===== config.mk =====
export PLATFORM = sky130hd
export DESIGN_NAME = pulse_energy_tally
export DESIGN_NICKNAME = d
export VERILOG_FILES = /design/src/rtl/tally_pkg.sv /design/src/rtl/tally_edge_sync.sv /design/src/rtl/tally_counter.sv /design/src/rtl/tally_readmux.sv /design/src/rtl/pulse_energy_tally.sv
export SDC_FILE = /design/constraint.sdc
export NUM_CORES = 1
export LEC_CHECK = 0
export BUFFER_PORTS_ARGS = -buffer_cell sky130_fd_sc_hd__buf_2
export CAP_MARGIN = 10
export CORE_UTILIZATION = 63
export CTS_BUF_LIST = sky130_fd_sc_hd__clkbuf_4 sky130_fd_sc_hd__clkbuf_8
export DETAILED_ROUTE_END_ITERATION = 8
export GPL_ROUTABILITY_DRIVEN = 0
export PLACE_DENSITY = 0.91
export SLEW_MARGIN = 20
export SYNTH_ARGS = -nofsm -noshare
export SYNTH_HDL_FRONTEND = slang
export SYNTH_SLANG_ARGS = --single-unit

===== constraint.sdc =====
create_clock -name clk -period 5.2 [get_ports clk]
set_input_delay 0.52 -clock clk [delete_from_list [all_inputs] [get_ports clk]]
set_output_delay 0.52 -clock clk [all_outputs]
set_load 0.03 [all_outputs]

===== src/rtl/tally_pkg.sv =====
package tally_pkg;
  typedef enum logic [1:0] {
    SEL_ENERGY = 2'd0,
    SEL_TIME   = 2'd1,
    SEL_STATUS = 2'd2,
    SEL_NONE   = 2'd3
  } tally_sel_t;

  localparam int unsigned NUM_CNT  = 2;
  localparam int unsigned IDX_ENGY = 0;
  localparam int unsigned IDX_TIME = 1;
endpackage


===== src/rtl/tally_edge_sync.sv =====
module tally_edge_sync #(
  parameter int unsigned STAGES = 2
) (
  input  logic clk,
  input  logic rst_n,
  input  logic async_in,
  output logic rise
);
  localparam int unsigned LEN = STAGES + 1;

  logic [LEN-1:0] sh_q;
  logic [LEN-1:0] sh_d;

  always_comb begin
    sh_d = {sh_q[LEN-2:0], async_in};
  end

  always_ff @(posedge clk or negedge rst_n) begin
    if (!rst_n) sh_q <= '0;
    else        sh_q <= sh_d;
  end

  assign rise = sh_q[STAGES-1] & ~sh_q[STAGES];

  // one edge yields a single-cycle strobe
  p_single_strobe_r1: assert property (@(posedge clk) disable iff (!rst_n)
    rise |=> !rise);
endmodule


===== src/rtl/tally_counter.sv =====
module tally_counter #(
  parameter int unsigned W = 32
) (
  input  logic         clk,
  input  logic         rst_n,
  input  logic         clr,
  input  logic         inc,
  output logic [W-1:0] cnt,
  output logic         wrap
);
  logic [W-1:0] cnt_q;
  logic [W-1:0] cnt_d;

  always_comb begin
    cnt_d = cnt_q;
    if (clr)      cnt_d = '0;
    else if (inc) cnt_d = cnt_q + 1'b1;
  end

  always_ff @(posedge clk or negedge rst_n) begin
    if (!rst_n) cnt_q <= '0;
    else        cnt_q <= cnt_d;
  end

  assign cnt  = cnt_q;
  assign wrap = inc & ~clr & (&cnt_q);

  p_step_one_r1: assert property (@(posedge clk) disable iff (!rst_n)
    (inc && !clr) |=> cnt_q == W'($past(cnt_q) + 1'b1));
  p_idle_hold_r5: assert property (@(posedge clk) disable iff (!rst_n)
    (!inc && !clr) |=> $stable(cnt_q));
  p_clear_zero_r6: assert property (@(posedge clk) disable iff (!rst_n)
    clr |=> cnt_q == '0);
endmodule


===== src/rtl/tally_readmux.sv =====
module tally_readmux #(
  parameter int unsigned W = 32
) (
  input  tally_pkg::tally_sel_t sel,
  input  logic [W-1:0]          held_energy,
  input  logic [W-1:0]          held_time,
  input  logic                  ovf,
  output logic [W-1:0]          data
);
  import tally_pkg::*;

  logic [W-1:0] status_word;

  always_comb begin
    status_word    = '0;
    status_word[0] = ovf;
  end

  always_comb begin
    unique case (sel)
      SEL_ENERGY: data = held_energy;
      SEL_TIME:   data = held_time;
      SEL_STATUS: data = status_word;
      default:    data = '0;
    endcase
  end
endmodule


===== src/rtl/pulse_energy_tally.sv =====
module pulse_energy_tally #(
  parameter int unsigned CNT_W       = 32,
  parameter int unsigned SYNC_STAGES = 2
) (
  input  logic             clk,
  input  logic             rst_n,
  input  logic             pulse_in,
  input  logic             tick,
  input  logic             enable,
  input  logic             clear,
  input  logic             capture,
  input  logic             rd_en,
  input  logic [1:0]       rd_sel,
  output logic [CNT_W-1:0] rd_data,
  output logic             ovf_flag
);
  import tally_pkg::*;

  // reset: asserted asynchronously, released on a clock edge
  logic [1:0] rst_pipe_q;
  logic       rst_q_n;

  always_ff @(posedge clk or negedge rst_n) begin
    if (!rst_n) rst_pipe_q <= 2'b00;
    else        rst_pipe_q <= {rst_pipe_q[0], 1'b1};
  end
  assign rst_q_n = rst_pipe_q[1];

  // pulse front end
  logic pulse_rise;

  tally_edge_sync #(.STAGES(SYNC_STAGES)) u_sync (
    .clk      (clk),
    .rst_n    (rst_q_n),
    .async_in (pulse_in),
    .rise     (pulse_rise)
  );

  // live counters
  logic [NUM_CNT-1:0]  inc_v;
  logic [NUM_CNT-1:0]  wrap_v;
  logic [CNT_W-1:0]    live_v [NUM_CNT];

  assign inc_v[IDX_ENGY] = pulse_rise & enable;
  assign inc_v[IDX_TIME] = tick & enable;

  for (genvar g = 0; g < NUM_CNT; g++) begin : g_cnt
    tally_counter #(.W(CNT_W)) u_cnt (
      .clk   (clk),
      .rst_n (rst_q_n),
      .clr   (clear),
      .inc   (inc_v[g]),
      .cnt   (live_v[g]),
      .wrap  (wrap_v[g])
    );
  end

  // held snapshot pair
  logic [CNT_W-1:0] held_q [NUM_CNT];
  logic [CNT_W-1:0] held_d [NUM_CNT];

  always_comb begin
    for (int i = 0; i < NUM_CNT; i++) begin
      held_d[i] = held_q[i];
      if (capture) held_d[i] = live_v[i];
    end
  end

  always_ff @(posedge clk or negedge rst_q_n) begin
    if (!rst_q_n) begin
      for (int i = 0; i < NUM_CNT; i++) held_q[i] <= '0;
    end else begin
      for (int i = 0; i < NUM_CNT; i++) held_q[i] <= held_d[i];
    end
  end

  // sticky wrap flag
  logic ovf_q;
  logic ovf_d;
  logic status_rd;
  logic any_wrap;

  assign status_rd = rd_en & (tally_sel_t'(rd_sel) == SEL_STATUS);
  assign any_wrap  = |wrap_v;

  always_comb begin
    ovf_d = ovf_q;
    if (clear)          ovf_d = 1'b0;
    else if (any_wrap)  ovf_d = 1'b1;
    else if (status_rd) ovf_d = 1'b0;
  end

  always_ff @(posedge clk or negedge rst_q_n) begin
    if (!rst_q_n) ovf_q <= 1'b0;
    else          ovf_q <= ovf_d;
  end

  assign ovf_flag = ovf_q;

  tally_readmux #(.W(CNT_W)) u_rd (
    .sel         (tally_sel_t'(rd_sel)),
    .held_energy (held_q[IDX_ENGY]),
    .held_time   (held_q[IDX_TIME]),
    .ovf         (ovf_q),
    .data        (rd_data)
  );

  // checks next to the snapshot and flag logic
  p_atomic_pair_r3: assert property (@(posedge clk) disable iff (!rst_q_n)
    capture |=> (held_q[IDX_ENGY] == $past(live_v[IDX_ENGY]))
             && (held_q[IDX_TIME] == $past(live_v[IDX_TIME])));
  p_held_steady_r4: assert property (@(posedge clk) disable iff (!rst_q_n)
    !capture |=> $stable(held_q[IDX_ENGY]) && $stable(held_q[IDX_TIME]));
  p_disabled_hold_r5: assert property (@(posedge clk) disable iff (!rst_q_n)
    (!enable && !clear) |=> $stable(live_v[IDX_ENGY]) && $stable(live_v[IDX_TIME]));
  p_wrap_sets_r7: assert property (@(posedge clk) disable iff (!rst_q_n)
    (any_wrap && !clear) |=> ovf_flag);
  p_status_clears_r8: assert property (@(posedge clk) disable iff (!rst_q_n)
    (status_rd && !any_wrap) |=> !ovf_flag);
  p_clear_drops_r6: assert property (@(posedge clk) disable iff (!rst_q_n)
    clear |=> !ovf_flag);
endmodule


Word-level counts from Yosys, hierarchy flattened
Cells that the tools add are included.
Widths: inputs -> output; s select.
{ "totals": {"elab_cells": 36, "output_inout_bits": 33, "regBits": 134, "in_bits": 10} }
{ "classes": {"bitwise_logic": 10, "n_mux": 8, "n_addsub": 2, "n_eq_ne": 2, "n_reduce_logical": 7} }
{ "op_table": {"columns": ["cell", "count"], "rows": [
  ["$mux 32", 4],
  ["$pmux 32 s3", 1],
  ["$add 32x1->32 const B", 2],
  ["$reduce_and 32->1", 2],
  ["$and 1x1->1", 8],
  ["$reduce_bool 2->1", 2],
  ["$mux 1", 3],
  ["$reduce_bool 3->1", 1],
  ["$eq 2x1->1 const B", 1],
  ["$eq 2x2->1 const B", 1],
  ["$logic_not 2->1", 1],
  ["$not 1->1", 2],
  ["$reduce_or 2->1", 1]
]} }

Longest topological paths before layout
Gate-level depths: netlist of the first run.
{ "logic_depth": {"ltp_word": 8, "mapped_depth": 7, "ltp_nobuf": 5} }

By module
A second synthesis of the first run with hierarchy kept.
{ "unflattened": {"cells_unflattened": 573, "hier_area_um2": 6779.0} }
{ "modules_own_cells": {"columns": ["module", "instances", "area_per_inst_um2", "cells_each", "seq_area_each_um2"], "rows": [
  ["pulse_energy_tally", 1, 2791.4, 144, 1676.6],
  ["tally_counter (g_cnt[0].u_cnt)", 1, 1692.9, 177, 800.8],
  ["tally_counter (g_cnt[1].u_cnt)", 1, 1662.8, 175, 800.8],
  ["tally_readmux", 1, 543.0, 73, 0.0],
  ["tally_edge_sync", 1, 88.8, 4, 75.1]
]} }

Worst setup path after synthesis of the first run
Ideal clock, no wire load.
{ "synth_path": {"kind": "in2out", "startpoint": "in rd_sel[0]", "endpoint": "out rd_data[10]", "setup_slack_ps": 2918, "n_path_buf": 2, "t_arrival_ps": 1762, "stages": 4, "cell_sequence": "clkbuf_1 -> buf_1 -> mux2i_1 -> nor2_1"} }
{ "synth_via": {"elab_chain_len": 2, "word_cells_on_any_way": 4, "classes_between": "eq/ne: 2; mux: 1; reduce/logical: 1"} }
{ "synth_rtl": {"columns": ["item", "line", "text"], "rows": [
  ["start: declaration", "pulse_energy_tally.sv:13", "input logic [1:0] rd_sel,"],
  ["$eq 2x2->1 (tied with other cells)", "tally_readmux.sv:20", "unique case (sel)"],
  ["$pmux 32 s3 *", "tally_readmux.sv:20", null],
  ["end: declaration", "pulse_energy_tally.sv:14", "output logic [CNT_W-1:0] rd_data,"]
]} }
Mark *: on every way between the ends. The rest lies on a longest branch, timed or not.

Worst setup path in the final report of the first run
{ "layout_path": {"startpoint": "in rd_sel[0]", "endpoint": "out rd_data[0]"} }
The elaborated chain is that of the path after synthesis.

==> impl_metrics.json, run 1 <==
{
  "min_period_ps": 2610,
  "first_global_vias": 4965,
  "synth_seq_cells": 134,
  "synthXorXnorAreaFrac_pct": 2.74,
  "clock-sinks": 134,
  "synth_edf_count": 0,
  "nNetsFinal": 626,
  "tightestPinTransition_ps": 1000,
  "finalClockSkew_ps": 10.9,
  "avgRoutedWirePerCell_um": 19.7,
  "cts_buffer_depth": 2,
  "dp_hpwl_mm": 9.35,
  "syn-cell-area_um2": 6390,
  "cp_slowest_cell": "buf_2",
  "coreArea_um2": 9820,
  "ant_nets": 0,
  "synthMuxAreaShare_pct": 16.8,
  "synthArstFlopShare_pct": 100,
  "syn_avg_cell_area_um2": 11.0,
  "num-fill-cells": 663,
  "portBuffers": 42,
  "cpLargestDelayFamily": "buffers and inverters",
  "hp-class": "in -> reg",
  "io_pins": 43,
  "cts_buffers": 17,
  "synth_ff_type": "dfrtp_1",
  "startpoint_type": "primary input",
  "path_buf_inv": 2,
  "num_rows": 36,
  "crit_path_frequent_cell": "buf_2",
  "vias": 4883,
  "fmax_ghz": 0.383,
  "p_leak_nw": 3.30,
  "ys_seq_area_share_pct": 52.5,
  "relSlewSlack_pct": 33.3,
  "final.setup.tns_ps": 0,
  "drtIter0Drc": 221,
  "fin_crit_sh_pct": 50.2,
  "crit_arrival_ps": 2090,
  "synth_top_family_by_area": "simple AND/OR/NAND/NOR gates",
  "die_area_um2": 10500,
  "power.density_nw_per_um2": 304,
  "cts-root-buf": "clkbuf_8",
  "gr-total-overflow": 0,
  "finalWirelength_mm": 15.0,
  "num_antenna_cells": 0,
  "grt_pass1_wl_mm": 24.3,
  "yosys.area_share.simple_pct": 17.4,
  "synthAdderAreaFrac_pct": 0.392,
  "synth_cells": 582,
  "crit_chain": "buf_2, mux2i_1, o21ai_0, buf_2",
  "postSynthNetCount": 594,
  "status": "finished, final reports clean",
  "cts_setup_buffers": 0,
  "firstDrtPassIters": 5,
  "fp.dieW_um": 103,
  "yosys_warnings": 0,
  "syn2layout_area_growth_pct": 12.5,
  "clk_latency_ps": 440,
  "fp.dieH_um": 103,
  "finalHoldViolCount": 0,
  "whs_ps": 196,
  "finalSetupViolations": 0,
  "grt_max_degree": 79,
  "drive_gt1_share_pct": 24.1,
  "slew_violations": 0,
  "viasPerCell": 6.43,
  "drc_errors": 0,
  "grtUsageTotal_pct": 30.9,
  "htree_num_levels": 4,
  "criticalPathCategory": "in -> out",
  "synth_compound_area_share_pct": 7.39,
  "ir_drop_mv": 0.201,
  "clkTransAtPathRegs_ps": 60,
  "start_util_pct": 65.0,
  "cap_violations": 0,
  "cts_tree": "done",
  "rsz0062_at_grt": "false",
  "cp_max_fo": 33,
  "cp.required_ps": 4680,
  "antenna_found_initial": 1,
  "cpPeakStageDelay_ps": 740,
  "synth_cell_types": 38,
  "critPathCaptureType": "output pin"
}
-- synth_stat cells (2+ instances only) --
| library cell | number | area share [%] |
|---|---|---|
| or3_1 | 20 | 2.0 |
| and3_1 | 4 | 0.39 |
| ha_1 | 2 | 0.39 |
| mux2i_1 | 33 | 5.2 |
| nor4_1 | 8 | 0.78 |
| o21ai_0 | 19 | 1.5 |
| and2_1 | 3 | 0.29 |
| o31ai_1 | 21 | 2.5 |
| nor3_1 | 7 | 0.55 |
| inv_1 | 9 | 0.53 |
| xor2_1 | 8 | 1.1 |
| a21oi_1 | 42 | 3.3 |
| clkbuf_1 | 25 | 1.5 |
| buf_2 | 3 | 0.24 |
| or4_1 | 26 | 3.1 |
| nand3_1 | 19 | 1.5 |
| nor2b_1 | 3 | 0.29 |
| dfrtp_1 | 134 | 53 |
| nand2_1 | 26 | 1.5 |
| and4_1 | 6 | 0.82 |
| nor2_1 | 54 | 3.2 |
| nand4_1 | 13 | 1.3 |
| nand2b_1 | 2 | 0.20 |
| buf_1 | 5 | 0.29 |
| xnor2_1 | 12 | 1.6 |
| mux2_2 | 66 | 12 |
-- per-stage QoR --
| step | utilization, % | power (W) | setup slack, ps | instance area, um2 | cells |
|---|---|---|---|---|---|
| 2_1_floorplan | - | 0.00113 | 1190 | 6390 | 582 |
| 3_3_place_gp | 67.7 | 0.00115 | 2770 | 6650 | 726 |
| 3_5_place_dp | 67.7 | 0.00115 | 2660 | 6650 | 726 |
| 4_1_cts | 72.9 | 0.00219 | 2640 | 7150 | 759 |
| 5_1_grt | 73.1 | 0.00225 | 2510 | 7180 | 760 |
| 6_report | 73.1 | 0.00218 | 2590 | 7180 | 760 |
-- report_power, final --
part	internal, W	switching [W]
logic	0.0000249	0.0000537
clock network	0.000659	0.000386
registers	0.00105	0.00000919
-- logic make-up after synthesis --
group | count (synthesis)
compound gates | 83
other cells | 1
flops | 134
mux | 99
fa+ha+maj | 2
buf+inv | 43
simple gates | 200
xor+xnor | 20
-- per-layer routing --
metal | track usage, % | wire, um | vias to the layer above
met5 | 0 | 10 | -
met4 | 13.7 | 420 | 2
met3 | 8.61 | 846 | 46
met2 | 53.5 | 7780 | 186
met1 | 36.0 | 5890 | 2465
li1 | - | - | 2184
-- final timing paths --
check                      cells after the start  slack, ps                  start                endpoint
setup / recovery                               4       2590              rd_sel[0]              rd_data[0]
hold / removal                                 1        200               pulse_in          u_sync.sh_q[0]
max in group asynchronous                      1       3910          rst_pipe_q[1]              held_q[53]
setup reg to reg                               4       2700  g_cnt[1].u_cnt.cnt[2]  g_cnt[1].u_cnt.cnt[22]
min in group asynchronous                      0        250          rst_pipe_q[1]   g_cnt[0].u_cnt.cnt[8]
hold reg to reg                                0        250          rst_pipe_q[1]   g_cnt[0].u_cnt.cnt[8]
-- cell type report --
cell class                 count  area, um2  area share [%]
multi-input combinational    405       2860            39.8
sequential                   134       3360            46.7
tap                          133        166            2.32
timing repair buffer          47        270            3.76
inverter                       9       33.8           0.470
clock inverter                 7        163            2.26
clock buffer                  25        332            4.62
-- flip-flops by register name (all words and copies together), names as in the netlist --
name	flops
held_q	64
rst_pipe_q	2
ovf_flag	1
g_cnt.u_cnt.cnt	64
u_sync.sh_q	3
-- timing repair --
action                    CTS  global route
hold endpoints to repair    2             0
hold buffers                1             0
gates resized for setup     0             0
-- worst reg2reg max path, delay by kind of cell (launching register included) --
family / cells / cell delay (ps)
AND/OR/NAND/NOR: 3 / 1790
flip-flops: 1 / 460
AO/OA/AOI/OAI: 1 / 170
-- layout by cell type, fill, tap and decap left out, drive strengths merged, types with 2 or more instances in the layout --
master / n
nand4b: 2
and2: 3
dfrtp: 134
o31ai: 21
inv: 9
mux2i: 33
ha: 2
nor4: 8
a21oi: 42
xor2: 8
nor3: 7
nand4: 15
nor2: 54
nand2b: 2
mux2: 66
nand2: 26
or3: 20
or4: 27
and4: 6
clkbuf: 25
xnor2: 12
nor2b: 3
bufinv: 5
and3: 4
nand3: 19
o21ai: 19
buf: 46
No activity file was read; power rests on OpenSTA's default activity.
==> run 2, diff against run 1 <==
- clock period: 5.2 -> 2.7 ns (I/O delays scaled with it)
==> run 2 against run 1 <==
Compared with the run above:
- total power up 81%
- setup slack worse by 2300 ps
- via count decreased by 1.3%
- hold slack worse by 65 ps
- die area unchanged
- sequential share of layout area grew 0.090 points
- sequential power rose by 92%
- largest power group unchanged
- highest routed layer is now met4
==> impl_metrics.json, run 2 (same netlist as run 1, synthesis figures left out) <==
{
  "r2r_slack_ps": 330,
  "grtUsageTotal_pct": 28.7,
  "die_area_um2": 10500,
  "place_area_um2": 6720,
  "criticalPathCategory": "reg -> reg",
  "grt_pass1_wl_mm": 22.8,
  "finalHoldViolCount": 0,
  "cellInternalPower_w": 0.00303,
  "final.setup.tns_ps": 0,
  "hp-class": "in -> async",
  "antenna_found_initial": 0,
  "first_global_vias": 4763,
  "vias": 4818,
  "final_common_cell": "dfrtp_1",
  "firstDrtPassIters": 7,
  "cp_max_fo": 19,
  "htree_num_levels": 4,
  "power.density_nw_per_um2": 552,
  "finalClockSkew_ps": 11.3,
  "coreArea_um2": 9820,
  "start_util_pct": 65.0,
  "rsz0062_at_grt": "false",
  "seq_area_um2": 3360,
  "slew_violations": 0,
  "clkTransAtPathRegs_ps": 80,
  "clock-sinks": 134,
  "crit_arrival_ps": 2730,
  "final_design_area_no_fill_um2": 7170,
  "p_comb_share_pct": 3.7,
  "startpoint_type": "register",
  "clk_latency_ps": 440,
  "num_antenna_cells": 0,
  "cpLargestDelayFamily": "simple AND/OR/NAND/NOR gates",
  "path_depth": 5,
  "io_pins": 43,
  "cpPeakStageDelay_ps": 640,
  "drc_errors": 0,
  "worstRegToRegCells": 5,
  "r2r-start": "g_cnt[0].u_cnt.cnt[0]",
  "ctsResizeCount": 0,
  "fp.dieH_um": 103,
  "gr-total-overflow": 0,
  "drtIter0Drc": 316,
  "fp.dieW_um": 103,
  "dp_hpwl_mm": 9.27,
  "tightestPinTransition_ps": 709,
  "multi_input_area_um2": 2860,
  "clock_power_share_pct": 44.8,
  "cts_buffers": 17,
  "finalWirelength_mm": 13.8,
  "critPathCaptureType": "register",
  "status": "finished, final reports clean",
  "cts_tree": "done",
  "crit_chain": "ha_1, nand4b_2, or3_1, or4_1, a21oi_1",
  "grt_max_degree": 62,
  "viasPerCell": 6.29,
  "cts_buffer_depth": 2,
  "num_rows": 36,
  "ir_drop_mv": 0.566,
  "layout_common_cells": "dfrtp_1, mux2_2, nor2_1",
  "switchingPower_w": 0.000929,
  "min_period_ps": 2370,
  "drive_gt1_share_pct": 24.6,
  "ant_nets": 0,
  "num-fill-cells": 678,
  "fmax_ghz": 0.422,
  "avgRoutedWirePerCell_um": 18.0,
  "seqPwrFrac_pct": 51.5,
  "cap_violations": 0,
  "syn2layout_area_growth_pct": 12.2,
  "r2r_end": "g_cnt[0].u_cnt.cnt[18]",
  "cts-root-buf": "clkbuf_8",
  "cp_slowest_cell": "or3_1",
  "fin_crit_sh_pct": 87.8,
  "switching_share_pct": 23.5,
  "path_buf_inv": 0,
  "nNetsFinal": 632,
  "p_leak_nw": 3.28,
  "cp.required_ps": 3060,
  "portBuffers": 42,
  "relSlewSlack_pct": 52.7,
  "finalSetupViolations": 0
}
run 2: cell type report:
cell class	count	area share [%]
tap	133	2.32
inverter	9	0.471
multi-input combinational	405	39.9
timing repair buffer	53	4.50
clock buffer	19	3.56
sequential	134	46.8
clock inverter	13	2.41
run 2: power groups by stage:
stage	clock network, W	registers (W)	logic, W
after floorplan	0	0.00209	0.0000872
after global placement	0	0.00208	0.000141
after detailed placement	0	0.00208	0.000145
after CTS	0.00179	0.00204	0.000148
after global routing	0.00188	0.00204	0.000160
final	0.00177	0.00204	0.000147
run 2: per-layer routing:
layer	wire [um]	track usage, %	vias to the layer above
li1	-	-	2197
met1	5530	35.7	2382
met2	7140	49.8	208
met3	842	6.24	31
met4	247	9.56	0
met5	0	0	-
run 2: timing repair:
item | in CTS | in global routing
setup buffers | 0 | 0
endpoints found under the hold margin | 3 | 0
setup endpoints to repair | 0 | 0
hold buffers | 2 | 0
run 2: metrics by stage:
step	hold WS [ps]	util (%)	worst slack (ps)	instances	power (W)
3_3_place_gp	53.8	68.4	551	732	0.00222
6_report	131	73.0	330	766	0.00396
4_1_cts	111	73.0	372	766	0.00398
5_1_grt	118	73.0	197	766	0.00408
2_1_floorplan	-25.6	-	471	582	0.00218
3_5_place_dp	55.5	68.4	422	732	0.00222
run 2: worst max path at each step:
stage                           from                      to
3_5_place_dp   g_cnt[0].u_cnt.cnt[0]  g_cnt[0].u_cnt.cnt[28]
5_1_grt        g_cnt[0].u_cnt.cnt[0]  g_cnt[0].u_cnt.cnt[22]
2_1_floorplan          rst_pipe_q[1]   g_cnt[0].u_cnt.cnt[0]
3_3_place_gp   g_cnt[0].u_cnt.cnt[0]  g_cnt[0].u_cnt.cnt[22]
6_report       g_cnt[0].u_cnt.cnt[0]  g_cnt[0].u_cnt.cnt[18]
4_1_cts        g_cnt[0].u_cnt.cnt[0]  g_cnt[0].u_cnt.cnt[26]
==> run 3, diff against run 2 <==
- CORE_UTILIZATION: 63 -> 65
- PLACE_DENSITY: 0.91 -> 0.93
- SYNTH_HIERARCHICAL: unset -> 1
- clock period: 2.7 -> 2.9 ns (I/O delays scaled with it)
==> run 3 against run 2 <==
Compared with the run above:
- flip-flop and latch count stayed put
- combinational power grew 5%
- sequential power down 7%
- core utilization rose by 0.56 points
- first-iteration DRC count up 7.6%
- largest cell class unchanged
==> impl_metrics.json, run 3 <==
{
  "status": "finished, final reports clean",
  "synth_edf_count": 0,
  "fp.dieW_um": 104,
  "synth_seq_cells": 134,
  "switching_share_pct": 22.2,
  "nNetsFinal": 619,
  "finalWirelength_mm": 14.9,
  "firstDrtPassIters": 5,
  "critPathCaptureType": "register",
  "num_antenna_cells": 0,
  "grt_pass1_wl_mm": 24.5,
  "yosys_warnings": 6,
  "path_buf_inv": 0,
  "final.setup.tns_ps": 0,
  "coreArea_um2": 9950,
  "clk_latency_ps": 430,
  "drive_gt1_share_pct": 24.8,
  "postSynthNetCount": 585,
  "slew_violations": 0,
  "startpoint": "g_cnt[1].u_cnt/cnt[0]",
  "htree_num_levels": 4,
  "portBuffers": 42,
  "crit_chain": "ha_1, nand4_4, or4_1, nor4_1, nor4b_1, a211oi_1",
  "crit_arrival_ps": 2960,
  "worstRegToRegCells": 6,
  "synth_most_common_cell": "dfrtp_1",
  "die_area_um2": 10800,
  "fin_crit_sh_pct": 90.5,
  "clkTransAtPathRegs_ps": 70,
  "start_util_pct": 68.1,
  "final_common_cell": "dfrtp_1",
  "syn-cell-area_um2": 6780,
  "clock_power_share_pct": 41.1,
  "power.density_nw_per_um2": 476,
  "yosys-top-cells-area": "dfrtp_1, mux2_4, mux2i_1",
  "rsz0062_at_grt": "false",
  "hp-class": "in -> reg",
  "drc_errors": 0,
  "cts_buffers": 17,
  "avgRoutedWirePerCell_um": 20.0,
  "grt_max_degree": 58,
  "synth_compound_area_share_pct": 6.42,
  "first_global_vias": 4876,
  "yosys-top-cells-count": "dfrtp_1, mux2_4, nor2_1",
  "utilization_pct": 73.6,
  "ctsResizeCount": 0,
  "synthAdderAreaFrac_pct": 0.369,
  "final_cells": 749,
  "tightestPinTransition_ps": 658,
  "r2r_end": "ovf_flag",
  "yosys.area_share.simple_pct": 16.1,
  "ys_seq_area_share_pct": 49.5,
  "fmax_ghz": 0.381,
  "antenna_found_initial": 0,
  "min_period_ps": 2630,
  "cpLargestDelayFamily": "simple AND/OR/NAND/NOR gates",
  "drtIter0Drc": 340,
  "path_depth": 6,
  "endpoint": "ovf_flag",
  "criticalPathCategory": "reg -> reg",
  "cp_slowest_cell": "or4_1",
  "finalSetupViolations": 0,
  "synth_cells": 573,
  "synth_ff_type": "dfrtp_1",
  "r2r_slack_ps": 270,
  "finalHoldViolCount": 0,
  "startpoint_type": "register",
  "fp.dieH_um": 104,
  "dp_hpwl_mm": 9.81,
  "dp_cells": 719,
  "synth_cell_types": 42,
  "cap_violations": 0,
  "cp_max_fo": 19,
  "syn_avg_cell_area_um2": 11.8,
  "viasPerCell": 6.38,
  "num_rows": 36,
  "grtUsageTotal_pct": 29.1,
  "clock-sinks": 134,
  "ant_nets": 0,
  "switchingPower_w": 0.000773,
  "p_leak_nw": 3.42,
  "cp.required_ps": 3240,
  "cellInternalPower_w": 0.00271,
  "r2r-start": "g_cnt[1].u_cnt/cnt[0]",
  "synthArstFlopShare_pct": 100,
  "syn2layout_area_growth_pct": 8.01,
  "num-fill-cells": 621,
  "synthXorXnorAreaFrac_pct": 2.84,
  "p_comb_share_pct": 4.4,
  "relSlewSlack_pct": 56.1,
  "synthMuxAreaShare_pct": 19.6,
  "ir_drop_mv": 0.572,
  "cts_buffer_depth": 2,
  "cts_tree": "done",
  "vias": 4782,
  "cpPeakStageDelay_ps": 830,
  "layout_common_cells": "dfrtp_1, mux2_4, nor2_1",
  "yosys.area.top_type_share_pct": 49.5,
  "synth_top_family_by_area": "multiplexers",
  "seqPwrFrac_pct": 54.5,
  "io_pins": 43,
  "synth_largest_area_cell": "dfrtp_1",
  "finalClockSkew_ps": 10.4,
  "gr-total-overflow": 0,
  "cts-root-buf": "clkbuf_8"
}
[run 3: cell types whose count changed in the layout (fill, tap and decap cells not counted), sizes merged, moves of 4 or more]
| cell | previous run | this run |
|---|---|---|
| o21ai | 19 | 12 |
| xor2 | 8 | 13 |
| clkbuf | 19 | 24 |
| nand2 | 26 | 22 |
| nand3 | 19 | 15 |
| a21oi | 42 | 36 |
| inv | 12 | 7 |
| o31ai | 21 | 25 |
| or3 | 20 | 11 |
| and4 | 6 | 12 |
| nor2 | 54 | 58 |
[run 3: cell families after synthesis]
| family | count (synthesis) |
|---|---|
| AOI/OAI and AO/OA | 74 |
| other | 1 |
| muxes | 102 |
| adders and majority gates | 2 |
| and+or+nand+nor | 193 |
| xor gates and xnor gates | 22 |
| DFF | 134 |
| buffers and inverters | 45 |
[run 3: worst min-delay path by stage]
stage	slack, ps	to	start	cells past startpoint
6_report	50	ovf_flag	rd_en	2
5_1_grt	40	ovf_flag	rd_en	2
4_1_cts	40	ovf_flag	rd_en	2
3_5_place_dp	80	rst_pipe_q[0]	rst_n	1
3_3_place_gp	80	rst_pipe_q[0]	rst_n	1
2_1_floorplan	-6	rst_pipe_q[0]	rst_n	0
[run 3: area by class of cell]
cell class	count	area (um2)	area share (%)
flip-flops and latches	134	3360	45.8
multi-input cells	394	3080	42.0
repair buffers	53	338	4.61
clock buffers	24	312	4.25
well taps	133	166	2.27
clock inverters	4	47.5	0.649
inverters	7	26.3	0.359
[run 3: worst reg2reg max path: cells and delay by family, from the launching register on]
family	cells	cell delay, ps
flip-flops	1	410
adder cells (fa/ha/maj)	1	250
AO/OA/AOI/OAI	1	250
AND/OR/NAND/NOR	4	1620
[run 3: timing repair]
item | 4_1_cts | 5_1_grt
hold buffers | 2 | 0
setup buffers | 0 | 0
hold endpoints to repair | 3 | 0
[run 3: per-layer routing]
metal  up-vias  track usage, %  share of wire, %
met5         -               0                 0
met4         0            12.8               2.6
met3        30            6.58               4.5
met2       187            48.9                51
met1      2420            36.2                42
li1       2145               -                 -
[run 3: metrics by stage]
stage / power (W) / area [um2] / worst slack, ps / hold slack [ps]
floorplan: 0.00207 / 6780 / 605 / -5.59
global placement: 0.00208 / 6940 / 437 / 75.1
detailed placement: 0.00208 / 6940 / 305 / 77.6
CTS: 0.00351 / 7320 / 296 / 35.4
global route: 0.00360 / 7320 / 169 / 40.0
finish: 0.00348 / 7320 / 275 / 54.1
[run 3: power by group through the flow]
stage                     clock network, W  logic [W]  registers, W
final                              0.00143   0.000155       0.00190
after global routing               0.00153   0.000167       0.00190
after detailed placement                 0   0.000151       0.00193
after global placement                   0   0.000147       0.00193
after CTS                          0.00146   0.000155       0.00190
after floorplan                          0   0.000121       0.00194
